File: config.mk
export PLATFORM = sky130hd
export DESIGN_NAME = portctl_sequencer
export DESIGN_NICKNAME = d
export VERILOG_FILES = /design/src/rtl/portctl_pkg.sv /design/src/rtl/portctl_req_store.sv /design/src/rtl/portctl_drain_timer.sv /design/src/rtl/portctl_ctrl_regs.sv /design/src/rtl/portctl_step_fsm.sv /design/src/rtl/portctl_sequencer.sv
export SDC_FILE = /design/constraint.sdc
export NUM_CORES = 1
export LEC_CHECK = 0
export CORE_ASPECT_RATIO = 1.2
export CORE_MARGIN = 10
export CORE_UTILIZATION = 49
export CTS_BUF_LIST = sky130_fd_sc_hd__clkbuf_2 sky130_fd_sc_hd__clkbuf_4 sky130_fd_sc_hd__clkbuf_8
export DETAILED_ROUTE_END_ITERATION = 6
export PLACE_DENSITY_LB_ADDON = 0.15
export SETUP_SLACK_MARGIN = 0.1
export SLEW_MARGIN = 20
export SYNTH_ARGS = -nofsm -noshare
export SYNTH_HDL_FRONTEND = slang
export SYNTH_SLANG_ARGS = --single-unit
File: constraint.sdc
create_clock -name clk -period 1.6 [get_ports clk]
set_input_delay 0.32 -clock clk [delete_from_list [all_inputs] [get_ports clk]]
set_output_delay 0.32 -clock clk [all_outputs]
set_load 0.1 [all_outputs]
File: src/rtl/portctl_pkg.sv
// Package: shared types for the port bring-up/tear-down sequencer.
// Assumes: nothing beyond IEEE 1800-2017 packed enums.
package portctl_pkg;

    // Which per-port control a step writes.
    typedef enum logic [2:0] {
        CTL_EN    = 3'd0,
        CTL_TXF   = 3'd1,
        CTL_FLUSH = 3'd2,
        CTL_MAC   = 3'd3,
        CTL_RXF   = 3'd4
    } ctl_e;

    // Sequencer states: teardown steps (D_*) and bring-up steps (E_*).
    typedef enum logic [3:0] {
        ST_IDLE    = 4'd0,
        ST_D_EN    = 4'd1,
        ST_D_TXF   = 4'd2,
        ST_D_WAIT  = 4'd3,
        ST_D_FLUSH = 4'd4,
        ST_D_MAC   = 4'd5,
        ST_D_RXF   = 4'd6,
        ST_E_EN    = 4'd7,
        ST_E_TXF   = 4'd8,
        ST_E_FLUSH = 4'd9,
        ST_E_MAC   = 4'd10,
        ST_E_RXF   = 4'd11
    } seq_state_e;

endpackage

File: src/rtl/portctl_req_store.sv
// Module: portctl_req_store
// Holds one pending flag per port for each request kind and selects the
// lowest-numbered port with anything pending. The caller clears a port's
// flags with clr_i when it takes that port; a request that arrives in the
// same cycle as the clear is kept.
// Assumes: requests are one-cycle pulses; clr_i is one-hot or zero.
module portctl_req_store #(
    parameter int NUM_PORTS = 4,
    parameter int PW        = 2
) (
    input  logic                 clk,
    input  logic                 rst_n,
    input  logic [NUM_PORTS-1:0] en_req_i,
    input  logic [NUM_PORTS-1:0] dis_req_i,
    input  logic [NUM_PORTS-1:0] ld_req_i,
    input  logic [NUM_PORTS-1:0] clr_i,
    output logic                 sel_valid_o,
    output logic [PW-1:0]        sel_port_o,
    output logic                 sel_dis_o,
    output logic                 sel_ld_o
);

    logic [NUM_PORTS-1:0] en_q;
    logic [NUM_PORTS-1:0] dis_q;
    logic [NUM_PORTS-1:0] ld_q;
    logic [NUM_PORTS-1:0] any_pend;

    // One set of pending flops per port.
    for (genvar gi = 0; gi < NUM_PORTS; gi++) begin : g_pend
        // Capture request pulses; a clear drops older flags but keeps new arrivals.
        always_ff @(posedge clk) begin
            if (!rst_n) begin
                en_q[gi]  <= 1'b0;
                dis_q[gi] <= 1'b0;
                ld_q[gi]  <= 1'b0;
            end else if (clr_i[gi]) begin
                en_q[gi]  <= en_req_i[gi];
                dis_q[gi] <= dis_req_i[gi];
                ld_q[gi]  <= ld_req_i[gi];
            end else begin
                en_q[gi]  <= en_q[gi]  | en_req_i[gi];
                dis_q[gi] <= dis_q[gi] | dis_req_i[gi];
                ld_q[gi]  <= ld_q[gi]  | ld_req_i[gi];
            end
        end
    end

    assign any_pend = en_q | dis_q | ld_q;

    // Fixed priority: the lowest index with a pending flag wins.
    always_comb begin
        sel_valid_o = 1'b0;
        sel_port_o  = '0;
        for (int i = NUM_PORTS - 1; i >= 0; i--) begin
            if (any_pend[i]) begin
                sel_valid_o = 1'b1;
                sel_port_o  = PW'(i);
            end
        end
    end

    // Teardown (either kind) outranks enable for the selected port.
    assign sel_dis_o = dis_q[sel_port_o] | ld_q[sel_port_o];
    assign sel_ld_o  = ld_q[sel_port_o];

    // the selected port really has something pending.
    assert_sel_pending_R8: assert property (@(posedge clk) disable iff (!rst_n)
        sel_valid_o |-> any_pend[sel_port_o]);

    // a cleared port whose flags were older than this cycle holds no enable afterwards unless re-requested.
    assert_clear_drops_enable_R9: assert property (@(posedge clk) disable iff (!rst_n)
        (clr_i != '0) |=> ((en_q & $past(clr_i) & ~$past(en_req_i)) == '0));

endmodule

File: src/rtl/portctl_drain_timer.sv
// Module: portctl_drain_timer
// Down-counter for the teardown drain wait. start_i loads DRAIN_CYCLES;
// expired_o is high when the count has reached zero. A wait state entered
// right after start therefore lasts DRAIN_CYCLES+1 cycles.
// Assumes: start_i is not asserted while a wait is in progress.
module portctl_drain_timer #(
    parameter int DRAIN_CYCLES = 16,
    parameter int CW           = 5
) (
    input  logic clk,
    input  logic rst_n,
    input  logic start_i,
    output logic expired_o
);

    logic [CW-1:0] cnt_q;

    // Load on start, then count down to zero and hold.
    always_ff @(posedge clk) begin
        if (!rst_n) begin
            cnt_q <= '0;
        end else if (start_i) begin
            cnt_q <= CW'(DRAIN_CYCLES);
        end else if (cnt_q != '0) begin
            cnt_q <= cnt_q - 1'b1;
        end
    end

    assign expired_o = (cnt_q == '0);

    // a start with a nonzero drain holds expiry off for the next cycle.
    assert_drain_starts_R4: assert property (@(posedge clk) disable iff (!rst_n)
        (start_i && DRAIN_CYCLES > 0) |=> !expired_o);

endmodule

File: src/rtl/portctl_ctrl_regs.sv
// Module: portctl_ctrl_regs
// Owns the five per-port control vectors. Each cycle at most one command
// writes one bit of one vector. Reset leaves every port down: enable clear,
// every soft reset and the flush asserted.
// Assumes: cmd_port_i < NUM_PORTS whenever cmd_valid_i is high.
module portctl_ctrl_regs
    import portctl_pkg::*;
#(
    parameter int NUM_PORTS = 4,
    parameter int PW        = 2
) (
    input  logic                 clk,
    input  logic                 rst_n,
    input  logic                 cmd_valid_i,
    input  ctl_e                 cmd_ctl_i,
    input  logic                 cmd_val_i,
    input  logic [PW-1:0]        cmd_port_i,
    input  logic [NUM_PORTS-1:0] busy_i,
    output logic [NUM_PORTS-1:0] port_en_o,
    output logic [NUM_PORTS-1:0] txf_rst_o,
    output logic [NUM_PORTS-1:0] tx_flush_o,
    output logic [NUM_PORTS-1:0] mac_rst_o,
    output logic [NUM_PORTS-1:0] rxf_rst_o
);

    localparam int ALLW = 5 * NUM_PORTS;

    logic [ALLW-1:0] all_ctl;

    // Apply one bit write per cycle from the step command.
    always_ff @(posedge clk) begin
        if (!rst_n) begin
            port_en_o  <= '0;
            txf_rst_o  <= '1;
            tx_flush_o <= '1;
            mac_rst_o  <= '1;
            rxf_rst_o  <= '1;
        end else if (cmd_valid_i) begin
            case (cmd_ctl_i)
                CTL_EN:    port_en_o[cmd_port_i]  <= cmd_val_i;
                CTL_TXF:   txf_rst_o[cmd_port_i]  <= cmd_val_i;
                CTL_FLUSH: tx_flush_o[cmd_port_i] <= cmd_val_i;
                CTL_MAC:   mac_rst_o[cmd_port_i]  <= cmd_val_i;
                CTL_RXF:   rxf_rst_o[cmd_port_i]  <= cmd_val_i;
                default:   ;
            endcase
        end
    end

    assign all_ctl = {port_en_o, txf_rst_o, tx_flush_o, mac_rst_o, rxf_rst_o};

    // never more than one control bit moves in a cycle.
    assert_one_change_R6: assert property (@(posedge clk) disable iff (!rst_n)
        $countones(all_ctl ^ $past(all_ctl)) <= 1);

    // controls only move while some port's sequence is running.
    assert_quiet_when_idle_R6: assert property (@(posedge clk) disable iff (!rst_n)
        (all_ctl != $past(all_ctl)) |-> ($past(busy_i) != '0));

endmodule

File: src/rtl/portctl_step_fsm.sv
// Module: portctl_step_fsm
// Takes the selected port from the request store and walks it through the
// bring-up or teardown steps, issuing one control write per step. A request
// that matches the port's present enable level is dropped in one idle cycle.
// The teardown waits for the drain timer unless a link drop caused it.
// Assumes: port_en_i reflects the control registers fed by this FSM.
module portctl_step_fsm
    import portctl_pkg::*;
#(
    parameter int NUM_PORTS = 4,
    parameter int PW        = 2
) (
    input  logic                 clk,
    input  logic                 rst_n,
    input  logic                 sel_valid_i,
    input  logic [PW-1:0]        sel_port_i,
    input  logic                 sel_dis_i,
    input  logic                 sel_ld_i,
    input  logic [NUM_PORTS-1:0] port_en_i,
    input  logic                 tmr_expired_i,
    output logic [NUM_PORTS-1:0] clr_o,
    output logic                 tmr_start_o,
    output logic                 cmd_valid_o,
    output ctl_e                 cmd_ctl_o,
    output logic                 cmd_val_o,
    output logic [PW-1:0]        cmd_port_o,
    output logic [NUM_PORTS-1:0] busy_o,
    output logic [NUM_PORTS-1:0] done_o
);

    seq_state_e           state_q, state_d;
    logic [PW-1:0]        port_q;
    logic                 skip_q;
    logic [NUM_PORTS-1:0] done_q;
    logic [NUM_PORTS-1:0] cur_oh;
    logic [NUM_PORTS-1:0] sel_oh;
    logic                 start_seq;
    logic                 redundant;
    logic                 last_step;

    // One-hot decode of the running and the selected port.
    for (genvar gi = 0; gi < NUM_PORTS; gi++) begin : g_oh
        assign cur_oh[gi] = (port_q == PW'(gi));
        assign sel_oh[gi] = (sel_port_i == PW'(gi));
    end

    // A teardown of a down port or a bring-up of an up port does nothing.
    assign redundant = sel_dis_i ? !port_en_i[sel_port_i] : port_en_i[sel_port_i];
    assign start_seq = (state_q == ST_IDLE) && sel_valid_i && !redundant;
    assign clr_o     = ((state_q == ST_IDLE) && sel_valid_i) ? sel_oh : '0;
    assign last_step = (state_q == ST_D_RXF) || (state_q == ST_E_RXF);

    // Next-state and per-step command decode.
    always_comb begin
        state_d     = state_q;
        cmd_valid_o = 1'b0;
        cmd_ctl_o   = CTL_EN;
        cmd_val_o   = 1'b0;
        tmr_start_o = 1'b0;
        case (state_q)
            ST_IDLE: begin
                if (start_seq) state_d = sel_dis_i ? ST_D_EN : ST_E_EN;
            end
            ST_D_EN: begin
                cmd_valid_o = 1'b1; cmd_ctl_o = CTL_EN;    cmd_val_o = 1'b0;
                state_d     = ST_D_TXF;
            end
            ST_D_TXF: begin
                cmd_valid_o = 1'b1; cmd_ctl_o = CTL_TXF;   cmd_val_o = 1'b1;
                tmr_start_o = !skip_q;
                state_d     = skip_q ? ST_D_FLUSH : ST_D_WAIT;
            end
            ST_D_WAIT: begin
                if (tmr_expired_i) state_d = ST_D_FLUSH;
            end
            ST_D_FLUSH: begin
                cmd_valid_o = 1'b1; cmd_ctl_o = CTL_FLUSH; cmd_val_o = 1'b1;
                state_d     = ST_D_MAC;
            end
            ST_D_MAC: begin
                cmd_valid_o = 1'b1; cmd_ctl_o = CTL_MAC;   cmd_val_o = 1'b1;
                state_d     = ST_D_RXF;
            end
            ST_D_RXF: begin
                cmd_valid_o = 1'b1; cmd_ctl_o = CTL_RXF;   cmd_val_o = 1'b1;
                state_d     = ST_IDLE;
            end
            ST_E_EN: begin
                cmd_valid_o = 1'b1; cmd_ctl_o = CTL_EN;    cmd_val_o = 1'b1;
                state_d     = ST_E_TXF;
            end
            ST_E_TXF: begin
                cmd_valid_o = 1'b1; cmd_ctl_o = CTL_TXF;   cmd_val_o = 1'b0;
                state_d     = ST_E_FLUSH;
            end
            ST_E_FLUSH: begin
                cmd_valid_o = 1'b1; cmd_ctl_o = CTL_FLUSH; cmd_val_o = 1'b0;
                state_d     = ST_E_MAC;
            end
            ST_E_MAC: begin
                cmd_valid_o = 1'b1; cmd_ctl_o = CTL_MAC;   cmd_val_o = 1'b0;
                state_d     = ST_E_RXF;
            end
            ST_E_RXF: begin
                cmd_valid_o = 1'b1; cmd_ctl_o = CTL_RXF;   cmd_val_o = 1'b0;
                state_d     = ST_IDLE;
            end
            default: state_d = ST_IDLE;
        endcase
    end

    // State, latched port, link-drop flag and done pulse registers.
    always_ff @(posedge clk) begin
        if (!rst_n) begin
            state_q <= ST_IDLE;
            port_q  <= '0;
            skip_q  <= 1'b0;
            done_q  <= '0;
        end else begin
            state_q <= state_d;
            done_q  <= last_step ? cur_oh : '0;
            if (start_seq) begin
                port_q <= sel_port_i;
                skip_q <= sel_ld_i;
            end
        end
    end

    assign cmd_port_o = port_q;
    assign busy_o     = (state_q != ST_IDLE) ? cur_oh : '0;
    assign done_o     = done_q;

    // only one port is ever in sequence.
    assert_single_busy_R7: assert property (@(posedge clk) disable iff (!rst_n)
        $onehot0(busy_o));

    // at most one done pulse, and only right after a busy cycle of that port.
    assert_done_onehot_R11: assert property (@(posedge clk) disable iff (!rst_n)
        $onehot0(done_o));

    assert_done_after_busy_R11: assert property (@(posedge clk) disable iff (!rst_n)
        (done_o != '0) |-> (($past(busy_o) & done_o) == done_o));

    // a done pulse lasts exactly one cycle.
    assert_done_pulse_R11: assert property (@(posedge clk) disable iff (!rst_n)
        (done_o != '0) |=> ((done_o & $past(done_o)) == '0));

    // a link-drop teardown never sits in the drain wait.
    assert_no_wait_on_drop_R5: assert property (@(posedge clk) disable iff (!rst_n)
        (state_q == ST_D_WAIT) |-> !skip_q);

endmodule

File: src/rtl/portctl_sequencer.sv
// Module: portctl_sequencer (top)
// Per-port enable/disable control sequencer for a multi-port MAC. It queues
// enable, disable and link-drop pulses per port, serves one port at a time
// in fixed priority, and moves that port's controls one bit per step.
// Assumes: synchronous active-low reset; request inputs are one-cycle pulses
// already synchronous to clk.
module portctl_sequencer #(
    parameter int NUM_PORTS    = 4,
    parameter int DRAIN_CYCLES = 16
) (
    input  logic                 clk,
    input  logic                 rst_n,
    input  logic [NUM_PORTS-1:0] en_req_i,
    input  logic [NUM_PORTS-1:0] dis_req_i,
    input  logic [NUM_PORTS-1:0] link_drop_i,
    output logic [NUM_PORTS-1:0] port_en_o,
    output logic [NUM_PORTS-1:0] txf_rst_o,
    output logic [NUM_PORTS-1:0] tx_flush_o,
    output logic [NUM_PORTS-1:0] mac_rst_o,
    output logic [NUM_PORTS-1:0] rxf_rst_o,
    output logic [NUM_PORTS-1:0] busy_o,
    output logic [NUM_PORTS-1:0] done_o
);

    import portctl_pkg::*;

    localparam int PW = (NUM_PORTS > 1) ? $clog2(NUM_PORTS) : 1;
    localparam int CW = (DRAIN_CYCLES > 0) ? $clog2(DRAIN_CYCLES + 1) : 1;

    logic                 sel_valid;
    logic [PW-1:0]        sel_port;
    logic                 sel_dis;
    logic                 sel_ld;
    logic [NUM_PORTS-1:0] clr;
    logic                 tmr_start;
    logic                 tmr_expired;
    logic                 cmd_valid;
    ctl_e                 cmd_ctl;
    logic                 cmd_val;
    logic [PW-1:0]        cmd_port;

    portctl_req_store #(
        .NUM_PORTS (NUM_PORTS),
        .PW        (PW)
    ) req_store_i (
        .clk         (clk),
        .rst_n       (rst_n),
        .en_req_i    (en_req_i),
        .dis_req_i   (dis_req_i),
        .ld_req_i    (link_drop_i),
        .clr_i       (clr),
        .sel_valid_o (sel_valid),
        .sel_port_o  (sel_port),
        .sel_dis_o   (sel_dis),
        .sel_ld_o    (sel_ld)
    );

    portctl_drain_timer #(
        .DRAIN_CYCLES (DRAIN_CYCLES),
        .CW           (CW)
    ) drain_timer_i (
        .clk       (clk),
        .rst_n     (rst_n),
        .start_i   (tmr_start),
        .expired_o (tmr_expired)
    );

    portctl_step_fsm #(
        .NUM_PORTS (NUM_PORTS),
        .PW        (PW)
    ) step_fsm_i (
        .clk           (clk),
        .rst_n         (rst_n),
        .sel_valid_i   (sel_valid),
        .sel_port_i    (sel_port),
        .sel_dis_i     (sel_dis),
        .sel_ld_i      (sel_ld),
        .port_en_i     (port_en_o),
        .tmr_expired_i (tmr_expired),
        .clr_o         (clr),
        .tmr_start_o   (tmr_start),
        .cmd_valid_o   (cmd_valid),
        .cmd_ctl_o     (cmd_ctl),
        .cmd_val_o     (cmd_val),
        .cmd_port_o    (cmd_port),
        .busy_o        (busy_o),
        .done_o        (done_o)
    );

    portctl_ctrl_regs #(
        .NUM_PORTS (NUM_PORTS),
        .PW        (PW)
    ) ctrl_regs_i (
        .clk         (clk),
        .rst_n       (rst_n),
        .cmd_valid_i (cmd_valid),
        .cmd_ctl_i   (cmd_ctl),
        .cmd_val_i   (cmd_val),
        .cmd_port_i  (cmd_port),
        .busy_i      (busy_o),
        .port_en_o   (port_en_o),
        .txf_rst_o   (txf_rst_o),
        .tx_flush_o  (tx_flush_o),
        .mac_rst_o   (mac_rst_o),
        .rxf_rst_o   (rxf_rst_o)
    );

    // reset value seen by the cycle right after reset is released.
    assert_reset_state_R1: assert property (@(posedge clk)
        (!$past(rst_n) && rst_n) |-> (port_en_o == '0 && txf_rst_o == '1 &&
                                      tx_flush_o == '1 && mac_rst_o == '1 &&
                                      rxf_rst_o == '1 && busy_o == '0));

endmodule

==> metrics.txt, run 1 <==
Reg area 992.2 um2; synth cell count leaders 48 x dfxtp_1, 38 x nand2_1, 27 x nand3_1, 27 x nor2_1, 21 x a21oi_1; leakage 1.673 nW; Slew @ Worst Pin 694.5 ps; largest net degree at the start of global routing 22; critical path required time 1800 ps; Starting Density 51.12%; Die ar. 8020 um2; Final Setup Violations 28; top-count cell post-synth dfxtp_1; final hold slack 538.7 ps; die height 96.12 um; Hold Path Sink ctrl_regs_i.tx_flush_o[3]$_SDFFE_PN1P_; worst-path cell chain buf_6, or4_4, a41oi_4, o21ai_2, mux2i_4, mux2i_1; Total Routing Usage GR 20.16%; clock-pin slew on the worst setup and hold paths 100 ps; Num CTS Buffers 5; row cnt 27; setup ws final -518.0 ps; DR iter-0 viols 302; post-synthesis sequential area ratio 40.61%; vias in the first global route 2559; clock skew 13.55 ps; root buffer cell clkbuf_8; Arr. time, crit path 2310 ps; FF-to-FF setup slack -520 ps; Fmax achieved 0.4721 GHz; synthesized area per cell 8.103 um2; core box area 4628 um2; CP max-delay cell or4_4; syn_nets 307; Post-synth ARST share 0%; drt drc 0; worst hold stages 2; crit path max fanout 3; n_diodes 0; leading area contributor after synthesis dfxtp_1; Via density 6.467; CP endpoint kind register; Max-cap violations 0; Fin. Hold Viols 0; Crit Path Category register to register; Reg2Reg Depth 6; Buf+Inv Stages, Crit Path 1; drt pass-1 iters 5; R2R Path End step_fsm_i.skip_q$_SDFFE_PN0P_; area share of the largest cell type after synthesis 40.61%; minimum clock period 2118 ps; WL per Instance 25.16 um; first-pass GRT wire length 13200 um; Post-Route WL 11370 um; Hold Path Class register to register; setup TNS -4960 ps; multi-input logic area 1826 um2; number of synthesized flops with an enable pin 0; Netlist cell types 48; VDD IR max 0.001859 V; startpoint types register; Cell Count, Final, Fillers Out 452; worst r2r src step_fsm_i.state_q[0]$_SDFFE_PN0P_; Slew HR 53.53%; hold_sp ctrl_regs_i.tx_flush_o[3]$_SDFFE_PN1P_; max incr delay on CP 510 ps; Slew Limit Fails 0; post-synth design cell area 2366 um2; Area Growth Syn to Fin 81.86%; DRT antenna net count 0; IO Count 42; final net count 408; routed via count 2923; Final Wtd Congestion 0.9017; H-tree level count 2; failing checks setup timing; gr ovfl total 0; flops & latches, synth 48; layout cells sized above 1 51.02%; Placed Cells 420; final period utilization 132.4%; Syn Inst Count 292; synth warn 0; hold_buf cts 0; critical path's top delay family multiplexers; ratio of total power to cell area 1400 nW/um2; maximum clock insertion buffer count 2; clock latency on the worst-skew pair 320 ps; CTS tree yes; post-placement cell area 3501 um2; clk sink count 48; Area contributors post-synth dfxtp_1 41%, nand2_1 6.0%, nand3_1 5.7%, nor2b_1 4.5%, a21oi_1 4.4%; initial antenna violation count 0; unrepaired setup endpoints after global routing true; die width 83.44 um; PortBufs 41; DP HPWL 5051 um; status finished, violations left; design area 4303 um2; Top FF cell, synth dfxtp_1; fill count 154
cell families (layout without fill, tap and decap cells):
logic type / count (synthesis) / after routing / synth area share (%)
flops: 48 / 48 / 40.61
xor+xnor: 5 / 5 / 1.851
fa+ha+maj: 1 / 1 / 0.5287
buf+inv: 18 / 120 / 3.067
mux: 10 / 10 / 4.759
simple gates: 153 / 153 / 33.90
compound gates: 57 / 57 / 15.28
layout make-up:
type / count / share of cell area [%]
Sequential cell: 48 / 23.06
Clock inverter: 1 / 0.08723
Timing Repair Buffer: 107 / 30.36
Multi-Input combinational cell: 226 / 42.43
Inverter: 5 / 0.4362
Tap cell: 58 / 1.687
Clock buffer: 7 / 1.948
per-stage QoR:
stage	power, mW	util (%)	worst slack [ps]
2_1_floorplan	3.049	-	-123.4
3_3_place_gp	3.812	75.64	-92.40
3_5_place_dp	3.868	75.64	-190.5
4_1_cts	4.956	83.32	-208.2
5_1_grt	6.170	92.97	-502.2
6_report	6.026	92.97	-518.0
worst max-delay path by stage:
| stage | from | end | slack (ps) | cells after the start |
|---|---|---|---|---|
| 2_1_floorplan | step_fsm_i.state_q[3]$_SDFFE_PN0P_ | req_store_i.en_q[3]$_SDFF_PN0_ | -120 | 5 |
| 3_3_place_gp | req_store_i.dis_q[0]$_SDFF_PN0_ | step_fsm_i.state_q[0]$_SDFFE_PN0P_ | -90 | 6 |
| 3_5_place_dp | req_store_i.dis_q[1]$_SDFF_PN0_ | step_fsm_i.skip_q$_SDFFE_PN0P_ | -190 | 5 |
| 4_1_cts | step_fsm_i.state_q[0]$_SDFFE_PN0P_ | busy_o[0] | -210 | 5 |
| 5_1_grt | step_fsm_i.state_q[0]$_SDFFE_PN0P_ | step_fsm_i.skip_q$_SDFFE_PN0P_ | -500 | 6 |
| 6_report | step_fsm_i.state_q[0]$_SDFFE_PN0P_ | step_fsm_i.skip_q$_SDFFE_PN0P_ | -520 | 6 |
where the power goes:
part / internal, mW / total (mW) / switching, mW
clock: 0.340 / 0.776 / 0.436
sequential: 1.35 / 1.57 / 0.217
combinational: 1.64 / 3.68 / 2.05
timing repair:
action	CTS	global route
setup buffers	8	14
endpoints found under the setup margin	26	51
gates cloned	0	4
pin swaps	15	35
gates resized for setup	44	74
worst reg2reg max path, stage by stage (launching register included):
cell	delay, ps
dfxtp_2	340
buf_6	120
or4_4	510
a41oi_4	260
o21ai_2	130
mux2i_4	250
mux2i_1	400
layout by cell type, fill, tap and decap left out, drive strengths merged, types with 2 or more instances in the layout:
cell | Yosys | layout
buf | 4 | 93
or2 | 2 | 2
a21oi | 22 | 22
dfxtp | 48 | 48
and2 | 2 | 2
nand2b | 8 | 8
clkbuf | 9 | 8
inv | 5 | 5
a22oi | 2 | 2
o31a | 2 | 2
a21o | 2 | 2
clkdlybuf4s50 | 0 | 13
or3 | 5 | 5
a31oi | 2 | 2
nor2b | 17 | 17
nand3 | 28 | 28
nor2 | 27 | 27
nor4 | 3 | 3
nor3 | 15 | 15
nand2 | 38 | 38
xnor2 | 4 | 4
a21boi | 3 | 3
o21ai | 16 | 16
mux2i | 10 | 10
sequential cells by signal (all words and copies together), names as in the netlist:
| register | cells |
|---|---|
| ctrl_regs_i.port_en_o | 4 |
| ctrl_regs_i.mac_rst_o | 4 |
| step_fsm_i.cmd_port_o | 2 |
| ctrl_regs_i.tx_flush_o | 4 |
| drain_timer_i.cnt_q | 5 |
| ctrl_regs_i.rxf_rst_o | 4 |
| req_store_i.dis_q | 4 |
| req_store_i.ld_q | 4 |
| ctrl_regs_i.txf_rst_o | 4 |
| req_store_i.en_q | 4 |
| step_fsm_i.skip_q | 1 |
| step_fsm_i.done_o | 4 |
| step_fsm_i.state_q | 4 |
per-layer routing:
metal  routed length, um  share of wire (%)  vias to the layer above  track usage (%)
met1                3845                 34                     1382            21.23
met3                 960                8.4                       73            5.917
met2                5750                 51                      239            36.21
met4                 814                7.2                        0            10.47
met5                   0                  0                        -                0
li1                    -                  -                     1229                -
(Power assumes the default switching activity.)
==> run 2, diff against run 1 <==
--- a/config.mk
+++ b/config.mk
@@ -5,11 +5,13 @@
 export SDC_FILE = /design/constraint.sdc
 export NUM_CORES = 1
 export LEC_CHECK = 0
+export ABC_CLOCK_PERIOD_IN_PS = 1600
 export CORE_ASPECT_RATIO = 1.2
 export CORE_MARGIN = 10
 export CORE_UTILIZATION = 49
 export CTS_BUF_LIST = sky130_fd_sc_hd__clkbuf_2 sky130_fd_sc_hd__clkbuf_4 sky130_fd_sc_hd__clkbuf_8
 export DETAILED_ROUTE_END_ITERATION = 6
+export GPL_TIMING_DRIVEN = 1
 export PLACE_DENSITY_LB_ADDON = 0.15
 export SETUP_SLACK_MARGIN = 0.1
 export SLEW_MARGIN = 20
==> results of run 2 <==
No change in the layout: final DEF, timing and power equal those of run 1.
==> run 3, diff against run 2 <==
--- a/config.mk
+++ b/config.mk
@@ -11,7 +11,6 @@
 export CORE_UTILIZATION = 49
 export CTS_BUF_LIST = sky130_fd_sc_hd__clkbuf_2 sky130_fd_sc_hd__clkbuf_4 sky130_fd_sc_hd__clkbuf_8
 export DETAILED_ROUTE_END_ITERATION = 6
-export GPL_TIMING_DRIVEN = 1
 export PLACE_DENSITY_LB_ADDON = 0.15
 export SETUP_SLACK_MARGIN = 0.1
 export SLEW_MARGIN = 20
==> results of run 3 <==
No change in the layout: final DEF, timing and power equal those of run 1.
